==> config.mk <==
export PLATFORM = sky130hd
export DESIGN_NAME = pair_xfer_seq
export DESIGN_NICKNAME = d
export VERILOG_FILES = /design/src/rtl/pair_xfer_seq.sv
export SDC_FILE = /design/constraint.sdc
export NUM_CORES = 1
export LEC_CHECK = 0
export ABC_AREA = 1
export BUFFER_PORTS_ARGS = -buffer_cell sky130_fd_sc_hd__buf_2
export CORE_ASPECT_RATIO = 1.5
export CORE_MARGIN = 10
export CORE_UTILIZATION = 40
export CTS_BUF_LIST = sky130_fd_sc_hd__clkbuf_8
export CTS_CLUSTER_SIZE = 25
export DETAILED_ROUTE_END_ITERATION = 8
export PLACE_DENSITY = 0.69
export SYNTH_ARGS = -nofsm -noshare
export SYNTH_HDL_FRONTEND = slang
export SYNTH_SLANG_ARGS = --single-unit
==> constraint.sdc <==
create_clock -name clk -period 4.5 [get_ports clk]
set_input_delay 0.45 -clock clk [delete_from_list [all_inputs] [get_ports clk]]
set_output_delay 0.45 -clock clk [all_outputs]
set_load 0.01 [all_outputs]
==> src/rtl/pair_xfer_seq.sv <==
module pair_xfer_seq #(
  parameter int AW = 16,
  parameter int DW = 8
) (
  input  logic          clk,
  input  logic          rst_n,
  input  logic          start,
  input  logic [2:0]    op,
  input  logic [1:0]    pair,
  input  logic [AW-1:0] addr_in,
  input  logic          wr_en,
  input  logic [2:0]    wr_sel,
  input  logic [DW-1:0] wr_data,
  input  logic [DW-1:0] mem_rdata,
  output logic [AW-1:0] mem_addr,
  output logic [DW-1:0] mem_wdata,
  output logic          mem_we,
  output logic          busy,
  output logic          done,
  output logic [8*DW-1:0] rf_view,
  output logic [AW-1:0] sp_view
);
  localparam logic [2:0] OP_PUSH = 3'd0, OP_POP = 3'd1, OP_XTOP = 3'd2,
                         OP_LDHL = 3'd3, OP_STHL = 3'd4, OP_XDE = 3'd5,
                         OP_SPHL = 3'd6;
  localparam int RB = 0, RD = 2, RE = 3, RH = 4, RL = 5, RF = 6, RA = 7;

  logic [DW-1:0] rf [8];
  logic [AW-1:0] sp;
  logic [AW-1:0] areg;
  logic [2*DW-1:0] tmp;
  logic [2:0] op_q;
  logic [1:0] pr_q;
  logic [1:0] step;
  logic last;
  logic [2:0] hi_idx, lo_idx;

  assign hi_idx = (pr_q == 2'd3) ? 3'(RA) : {pr_q, 1'b0};
  assign lo_idx = (pr_q == 2'd3) ? 3'(RF) : {pr_q, 1'b1};
  assign last   = (op_q == OP_XTOP) ? (step == 2'd3) : (step == 2'd1);
  assign sp_view = sp;

  for (genvar i = 0; i < 8; i++) begin : g_view
    assign rf_view[DW*i +: DW] = rf[i];
  end

  always_comb begin
    mem_addr  = '0;
    mem_wdata = '0;
    mem_we    = 1'b0;
    if (busy) begin
      case (op_q)
        OP_PUSH: begin
          mem_addr  = sp - 1'b1;
          mem_wdata = (step == 2'd0) ? rf[hi_idx] : rf[lo_idx];
          mem_we    = 1'b1;
        end
        OP_POP: mem_addr = sp;
        OP_XTOP: begin
          mem_addr  = step[0] ? sp + 1'b1 : sp;
          mem_we    = step[1];
          mem_wdata = step[0] ? rf[RH] : rf[RL];
        end
        OP_LDHL: mem_addr = step[0] ? areg + 1'b1 : areg;
        OP_STHL: begin
          mem_addr  = step[0] ? areg + 1'b1 : areg;
          mem_wdata = step[0] ? rf[RH] : rf[RL];
          mem_we    = 1'b1;
        end
        default: ;
      endcase
    end
  end

  always_ff @(posedge clk) begin
    if (!rst_n) begin
      for (int i = 0; i < 8; i++) rf[i] <= '0;
      sp   <= '0;
      areg <= '0;
      tmp  <= '0;
      op_q <= '0;
      pr_q <= '0;
      step <= '0;
      busy <= 1'b0;
      done <= 1'b0;
    end else begin
      done <= 1'b0;
      if (!busy) begin
        if (start) begin
          case (op)
            OP_PUSH, OP_POP, OP_XTOP, OP_LDHL, OP_STHL: begin
              busy <= 1'b1;
              step <= '0;
              op_q <= op;
              pr_q <= pair;
              areg <= addr_in;
            end
            OP_XDE: begin
              rf[RH] <= rf[RD];
              rf[RD] <= rf[RH];
              rf[RL] <= rf[RE];
              rf[RE] <= rf[RL];
              done   <= 1'b1;
            end
            OP_SPHL: begin
              sp   <= {rf[RH], rf[RL]};
              done <= 1'b1;
            end
            default: done <= 1'b1;
          endcase
        end else if (wr_en) begin
          rf[wr_sel] <= wr_data;
        end
      end else begin
        step <= step + 1'b1;
        if (last) begin
          busy <= 1'b0;
          done <= 1'b1;
        end
        case (op_q)
          OP_PUSH: sp <= sp - 1'b1;
          OP_POP: begin
            sp <= sp + 1'b1;
            if (step == 2'd0) rf[lo_idx] <= mem_rdata;
            else              rf[hi_idx] <= mem_rdata;
          end
          OP_XTOP: begin
            if (step == 2'd0) tmp[DW-1:0]    <= mem_rdata;
            if (step == 2'd1) tmp[2*DW-1:DW] <= mem_rdata;
            if (step == 2'd3) begin
              rf[RL] <= tmp[DW-1:0];
              rf[RH] <= tmp[2*DW-1:DW];
            end
          end
          OP_LDHL: begin
            if (step == 2'd0) rf[RL] <= mem_rdata;
            else              rf[RH] <= mem_rdata;
          end
          default: ;
        endcase
      end
    end
  end

  a_r8_done_single: assert property (@(posedge clk) disable iff (!rst_n)
    done |=> !done);
  a_r8_we_busy: assert property (@(posedge clk) disable iff (!rst_n)
    mem_we |-> busy);
  a_r1_push_sp: assert property (@(posedge clk) disable iff (!rst_n)
    (busy && op_q == OP_PUSH) |=> sp == $past(sp) - 1'b1);
  a_r2_pop_read_only: assert property (@(posedge clk) disable iff (!rst_n)
    (busy && op_q == OP_POP) |-> !mem_we);
  a_r3_sp_kept: assert property (@(posedge clk) disable iff (!rst_n)
    (busy && op_q == OP_XTOP) |=> $stable(sp));
  a_r6_swap_nomem: assert property (@(posedge clk) disable iff (!rst_n)
    (start && !busy && op == OP_XDE) |=> (done && !mem_we && !busy));
  a_r10_hold_busy: assert property (@(posedge clk) disable iff (!rst_n)
    (busy && !last) |=> (busy && $stable(op_q)));
  a_r11_idle_quiet: assert property (@(posedge clk) disable iff (!rst_n)
    !busy |-> (!mem_we && mem_addr == '0));
endmodule

==> summary.md, run 1 <==
| Metric | Value |
|---|---|
| Outcome | finished, final reports clean |
| Placed cell count | 1470 |
| Synth Area in Compound Gates | 21.9% |
| Vias in the first global route | 8277 |
| Pleak | 3.91 nW |
| Power Density | 347 nW/um^2 |
| Number of synthesized flops with an enable pin | 64 |
| Worst setup SP type | register |
| HPWL after DPL | 23200 um |
| Finished Layout Cells | 1502 |
| First drt pass iteration count | 5 |
| CTS Root Cell | clkbuf_8 |
| Worst Skew | 12.8 ps |
| Share of cells above drive strength 1 | 18.0% |
| Final setup vio count | 0 |
| Post-CTS Hold Fix Bufs | 0 |
| Asr flop ratio synth | 0% |
| Syn nets | 1159 |
| Worst-path maximum fanout | 18 |
| Sequential cell area fraction in the yosys report | 39.6% |
| Synth Area in Adders | 0.970% |
| Total gr overflow | 0 |
| Critical Path Sink Type | primary output |
| R2R setup slack | 1050 ps |
| Required time worst endpoint | 4050 ps |
| Post-synth cell types | 45 |
| Hold Fails Final Rpt | 0 |
| Post-synth top area share | 24.8% |
| Antenna cell count | 0 |
| Fin crit period | 3550 ps |
| Clock edge transition at the registers on the reported setup and hold paths | 80 ps |
| Core area | 19100 sq um |
| Setup Fix Bufs, Post-CTS | 0 |
| Skew-Pair Late Insertion Delay | 450 ps |
| Mean Syn Cell Area | 6.98 sq um |
| Remaining DRCs | 0 |
| FILL cells | 2037 |
| Main combinational cell family by area after synthesis | simple AND/OR/NAND/NOR gates |
| Synth warnings | 0 |
| # port buffers | 150 |
| FP Rows | 62 |
| Full die area | 25400 sq um |
| DR iter-0 viols | 945 |
| Area leader, netlist | edfxtp_1 |
| Yosys reg bits | 121 |
| Hold Crit Endpoint | areg[3] |
| CP Class | reg -> out |
| Simple-gate share of the synthesized area | 27.9% |
| CTS buffer count | 17 |
| # Max-Cap Violations | 0 |
| RSZ-0062 raised after global routing | false |
| Chip height | 190 um |
| Clock Tree Buf Depth | 2 |
| Period Utilization, post-route | 78.9% |
| Cells after Synth | 1109 |
| CTS resizes | 0 |
| Setup TNS | 0 ps |
| HP Class | in -> reg |
| Slew @ Worst Pin | 1150 ps |
| Initial antenna violation count | 0 |
| Capturing point of the worst reg2reg path | rf[5][2] |
| Main synth FF type | edfxtp_1 |
| Hold_sp | addr_in[3] |
| Max VDD drop | 0.000192 V |
| Slew HR | 23.2% |
| Vias per inst | 5.54 |
| Mapped cell area | 7740 sq um |
| GP Congestion | 0.998 |
| ANT nets after route | 0 |
| Vias | 8323 |
| CP Data Arrival Time | 3100 ps |
| Mux cell area share after synthesis | 0% |
| Detailed Route WL | 29900 um |
| Initial core utilization | 40.6% |
| CTS Sinks | 121 |
| Die Wd | 134 um |
| Total track usage | 23.1% |
| RR Startpoint | step[0] |
| Reg2Reg Depth | 6 |
| Peak Freq | 282 MHz |
| # H-tree levels | 4 |
| Wire per inst | 19.9 um |
| Post-synthesis xor/xnor area fraction | 1.36% |
| CTS tree | done |
| Hold depth | 3 |
| # nets final | 1283 |
| First-pass GRT wire length | 45800 um |
| Top Ports | 151 |
| Area growth syn-to-layout | 16.8% |
| Final Max Slew Viols | 0 |
| Largest net degree at the start of global routing | 44 |
| Largest cells by area after synthesis | edfxtp_1 (25%), dfxtp_1 (15%), nand2_1 (11%) |
==> cell usage after synthesis, drive strengths merged (7+ instances only) <==
cell / number
xor2: 10
buf: 20
nand2: 228
clkbuf: 31
nand3: 73
nor3: 12
edfxtp: 64
o211ai: 19
o21ai: 148
nor2: 161
inv: 111
nand4: 10
o221ai: 13
o22ai: 7
dfxtp: 57
a21oi: 111
==> critical path: stages (launching register included) <==
cell,delay [ps]
dfxtp_1,470
inv_1,390
ha_1,530
clkinv_1,420
o211ai_1,210
nand3_1,90
a21oi_1,320
buf_2,200
==> cell families after synthesis <==
kind of cell | count (synthesis)
simple gates | 496
compound gates | 309
buf+inv | 165
flops | 121
xor+xnor | 12
fa+ha+maj | 6
==> final cells by class <==
class | count | area, sq um | share of cell area [%]
repair buffers | 156 | 796 | 8.80
clock buffers | 17 | 234 | 2.59
flip-flops and latches | 121 | 3060 | 33.9
inverters | 114 | 432 | 4.77
multi-input cells | 823 | 4040 | 44.6
well taps | 256 | 320 | 3.54
clock inverters | 15 | 165 | 1.83
==> state kept, by name (all words and copies together) (netlist names) <==
name     count
rf          64
areg        16
sp_view     16
tmp         16
op_q         3
pr_q         2
step         2
busy         1
done         1
==> worst max-delay path by stage <==
stage,startpoint,end,slack (ps),cells past startpoint
2_1_floorplan,step[0],rf[5][0],2090,7
3_3_place_gp,step[0],rf[5][4],1200,6
3_5_place_dp,step[0],rf[5][4],1190,6
4_1_cts,step[0],mem_wdata[7],1010,7
5_1_grt,step[0],mem_wdata[3],800,7
6_report,step[0],mem_wdata[7],950,7
==> stage by stage <==
step | setup WS (ps) | hold WS [ps] | instance area (sq um) | total power (W) | util, %
floorplan | 2090 | 425 | 7740 | 0.00186 | -
global placement | 1200 | 436 | 8650 | 0.00215 | 45.3
detailed placement | 1190 | 438 | 8650 | 0.00215 | 45.3
CTS | 1010 | 255 | 9040 | 0.00314 | 47.4
global route | 797 | 273 | 9040 | 0.00329 | 47.4
finish | 951 | 268 | 9040 | 0.00314 | 47.4
==> cell usage in the layout, fill, tap and decap left out, types with 3 or more instances in the layout <==
| master | count |
|---|---|
| or2_2 | 3 |
| nor2_1 | 152 |
| clkinv_1 | 3 |
| nand4_1 | 10 |
| inv_2 | 7 |
| inv_6 | 4 |
| o21ai_1 | 15 |
| edfxtp_1 | 64 |
| o211ai_1 | 19 |
| o21ai_0 | 130 |
| a31oi_1 | 5 |
| nand3b_1 | 4 |
| inv_1 | 103 |
| clkbuf_8 | 17 |
| buf_2 | 150 |
| nor2_2 | 4 |
| nor3_1 | 10 |
| nor2_4 | 3 |
| clkinv_4 | 4 |
| nand2_4 | 3 |
| o221ai_1 | 13 |
| nand3_1 | 71 |
| dfxtp_1 | 57 |
| nand2_1 | 219 |
| ha_1 | 6 |
| nand2_2 | 6 |
| buf_4 | 6 |
| a21oi_1 | 111 |
| xor2_1 | 10 |
| o22ai_1 | 7 |
==> report_power, final <==
group | internal, W | switching (W)
Combinational | 0.000258 | 0.000549
Sequential | 0.00123 | 0.000104
Clock | 0.000502 | 0.000494
==> layer usage <==
layer | track usage (%) | vias up | part of all wire [%]
met4 | 12.4 | 0 | 5.0
met3 | 4.32 | 87 | 7.2
li1 | - | 3999 | -
met5 | 0 | - | 0
met1 | 24.5 | 3841 | 36
met2 | 41.9 | 396 | 52
(Power assumes the default switching activity.)
==> inputs of run 2 (changes only) <==
- PLACE_DENSITY: 0.69 -> 0.71
- clock period: 4.5 -> 2.9 ns (I/O delays scaled with it)
==> summary.md, run 2 (synthesized netlist as in run 1, its figures left out) <==
| Metric | Value |
|---|---|
| Peak Freq | 360 MHz |
| Total track usage | 22.8% (-0.26 points) |
| Clock edge transition at the registers on the reported setup and hold paths | 90 ps (about the same) |
| Critical Path Sink Type | primary output |
| Worst path buffer plus inverter count | 2 (-1) |
| Full die area | 25400 sq um (unchanged) |
| Grt peak-use layer | met2 |
| Sw frac | 37.6% (+1.1 points) |
| Crit path from | pr_q[0] |
| Crit-path max cell delay | 520 ps (about the same) |
| Core area | 19100 sq um (unchanged) |
| First drt pass iteration count | 6 (+1) |
| ANT nets after route | 0 (unchanged) |
| CTS Sinks | 121 (unchanged) |
| Vias per inst | 5.58 (+0.74%) |
| # Max-Cap Violations | 0 (unchanged) |
| Antenna cell count | 0 (unchanged) |
| CTS tree | done |
| Setup TNS | 0 ps (unchanged) |
| Power Density | 532 nW/um^2 (+54%) |
| Vias | 8474 (+1.8%) |
| Int Pwr | 0.00304 W (+53%) |
| Wire per inst | 19.9 um (-0.16%) |
| Skew-Pair Late Insertion Delay | 450 ps (about the same) |
| Crit-path cells | inv_1 -> o21ai_0 -> o211ai_1 -> nand3_1 -> a21oi_1 -> buf_2 |
| HP Class | in -> reg |
| Worst-path maximum fanout | 25 (+7) |
| Worst setup SP type | register |
| CP Class | reg -> out |
| Max VDD drop | 0.000312 V (+63%) |
| First-pass GRT wire length | 45100 um (-1.4%) |
| CTS buffer count | 17 (unchanged) |
| Initial antenna violation count | 0 (unchanged) |
| GP Congestion | 0.997 (-0.14%) |
| Remaining DRCs | 0 (unchanged) |
| Worst setup margin | 119 ps (-831 ps) |
| Slowest CP cell | inv_1 |
| Initial core utilization | 40.6% (unchanged) |
| Vias in the first global route | 8148 (-1.6%) |
| # H-tree levels | 4 (unchanged) |
| Die Wd | 134 um (unchanged) |
| Area growth syn-to-layout | 18.3% |
| Post-CTS Hold Fix Bufs | 0 (unchanged) |
| DR iter-0 viols | 925 (-2.1%) |
| Fin crit period | 2780 ps |
| Met2 Track Usage GR | 40.7% (-1.2 points) |
| Final setup vio count | 0 (unchanged) |
| Required time worst endpoint | 2610 ps (-1440 ps) |
| CP Data Arrival Time | 2490 ps (-610 ps) |
| Final Max Slew Viols | 0 (unchanged) |
| CTS resizes | 0 (unchanged) |
| RSZ-0062 raised after global routing | false |
| Total gr overflow | 0 (unchanged) |
| HPWL after DPL | 23500 um (+1.1%) |
| Slew @ Worst Pin | 992 ps (-160 ps) |
| Detailed Route WL | 30200 um (+0.90%) |
| Largest reg by FF count | rf |
| Seq pwr share | 42.4% (about the same) |
| CTS Root Cell | clkbuf_8 |
| # nets final | 1299 (+1.2%) |
| Global routing met3 resource utilization | 4.61% (+0.29 points) |
| Hold_sp | addr_in[3] |
| Met1 Use GR | 23.8% (-0.73 points) |
| FILL cells | 2015 (-1.1%) |
| Clock group share of total power | 31.5% (-0.3 points) |
| Commonest cells after routing, fill and taps aside | nand2_1 (219), nor2_1 (152), buf_2 (150) |
| DP Worst Slack | 546 ps (-648 ps) |
| Family with the most delay on the worst path | compound AO/OA/AOI/OAI gates |
| Worst Skew | 12.2 ps (-0.612 ps) |
| Share of cells above drive strength 1 | 19.0% (+1.0 points) |
| Chip height | 190 um (unchanged) |
| Commonest non-fill, non-tap cell in the layout | nand2_1 |
| Outcome | finished, final reports clean |
| Placed cell count | 1486 (+1.1%) |
| Largest register FFs | 64 (unchanged) |
| # port buffers | 150 (unchanged) |
| Clock Tree Buf Depth | 2 (unchanged) |
| Pleak | 4.00 nW (+2.2%) |
| Setup Fix Bufs, Post-CTS | 0 (unchanged) |
| Top Ports | 151 (unchanged) |
| Hold Fails Final Rpt | 0 (unchanged) |
| Period Utilization, post-route | 95.9% |
| Finished Layout Cells | 1518 (+1.1%) |
| FP Rows | 62 (unchanged) |
| Largest net degree at the start of global routing | 43 (-2.3%) |
| Sw power | 0.00184 W (+60%) |
| RR Startpoint | step[0] |
| Logic pwr share | 26.1% (+0.4 points) |
| Slew HR | 33.4% (+10 points) |
## run 2: cell count changes in the layout (fill, tap and decap cells not counted)
cell,before,now
clkinv_2,2,1
inv_1,103,104
buf_4,6,22
inv_8,1,3
inv_4,1,2
clkinv_8,0,1
clkinv_1,3,2
clkinvlp_4,2,0
bufinv_16,2,1
## run 2: stage by stage
stage / cell area [sq um] / power [W] / hold WS, ps / util (%)
detailed placement: 8770 / 0.00336 / 447 / 45.9
floorplan: 7740 / 0.00289 / 425 / -
finish: 9160 / 0.00488 / 96.0 / 48.0
CTS: 9160 / 0.00487 / 74.2 / 48.0
global route: 9160 / 0.00512 / 105 / 48.0
global placement: 8770 / 0.00335 / 437 / 45.9
## run 2: layout make-up
cell class / instances / area [sq um] / area share [%]
Clock buffer: 17 / 234 / 2.55
Clock inverter: 15 / 160 / 1.75
Inverter: 114 / 432 / 4.71
Multi-Input combinational cell: 823 / 4040 / 44.1
Sequential cell: 121 / 3060 / 33.4
Tap cell: 256 / 320 / 3.50
Timing Repair Buffer: 172 / 916 / 10.0
## run 2: per-layer routing
metal / wire length (um) / up-vias
met2: 15300 / 476
met3: 2540 / 107
met1: 10400 / 3859
met5: 0 / -
met4: 1870 / 0
li1: - / 4032
## run 2: path summary, 6_finish.rpt
check / depth (start not counted) / end / slack (ps)
setup / recovery: 6 / mem_wdata[1] / 120
setup reg to reg: 10 / rf[3][6] / 470
hold reg to reg: 2 / tmp[4] / 460
hold / removal: 3 / areg[3] / 100
## run 2: worst register-to-register path: stages, from the launching register on
cell	delay, ps
dfxtp_1	390
inv_1	110
ha_1	180
clkinv_1	280
xor2_1	260
nand2_1	80
o21ai_2	100
inv_2	90
nor2_8	160
nand2_2	150
nand2_1	310
## run 2: power groups by stage
stage                     Clock, W  Combinational (W)  Sequential [W]
after floorplan                  0           0.000836         0.00205
after global placement           0            0.00125         0.00210
after global routing       0.00162            0.00142         0.00208
final                      0.00153            0.00127         0.00207
after detailed placement         0            0.00126         0.00210
after CTS                  0.00155            0.00126         0.00206
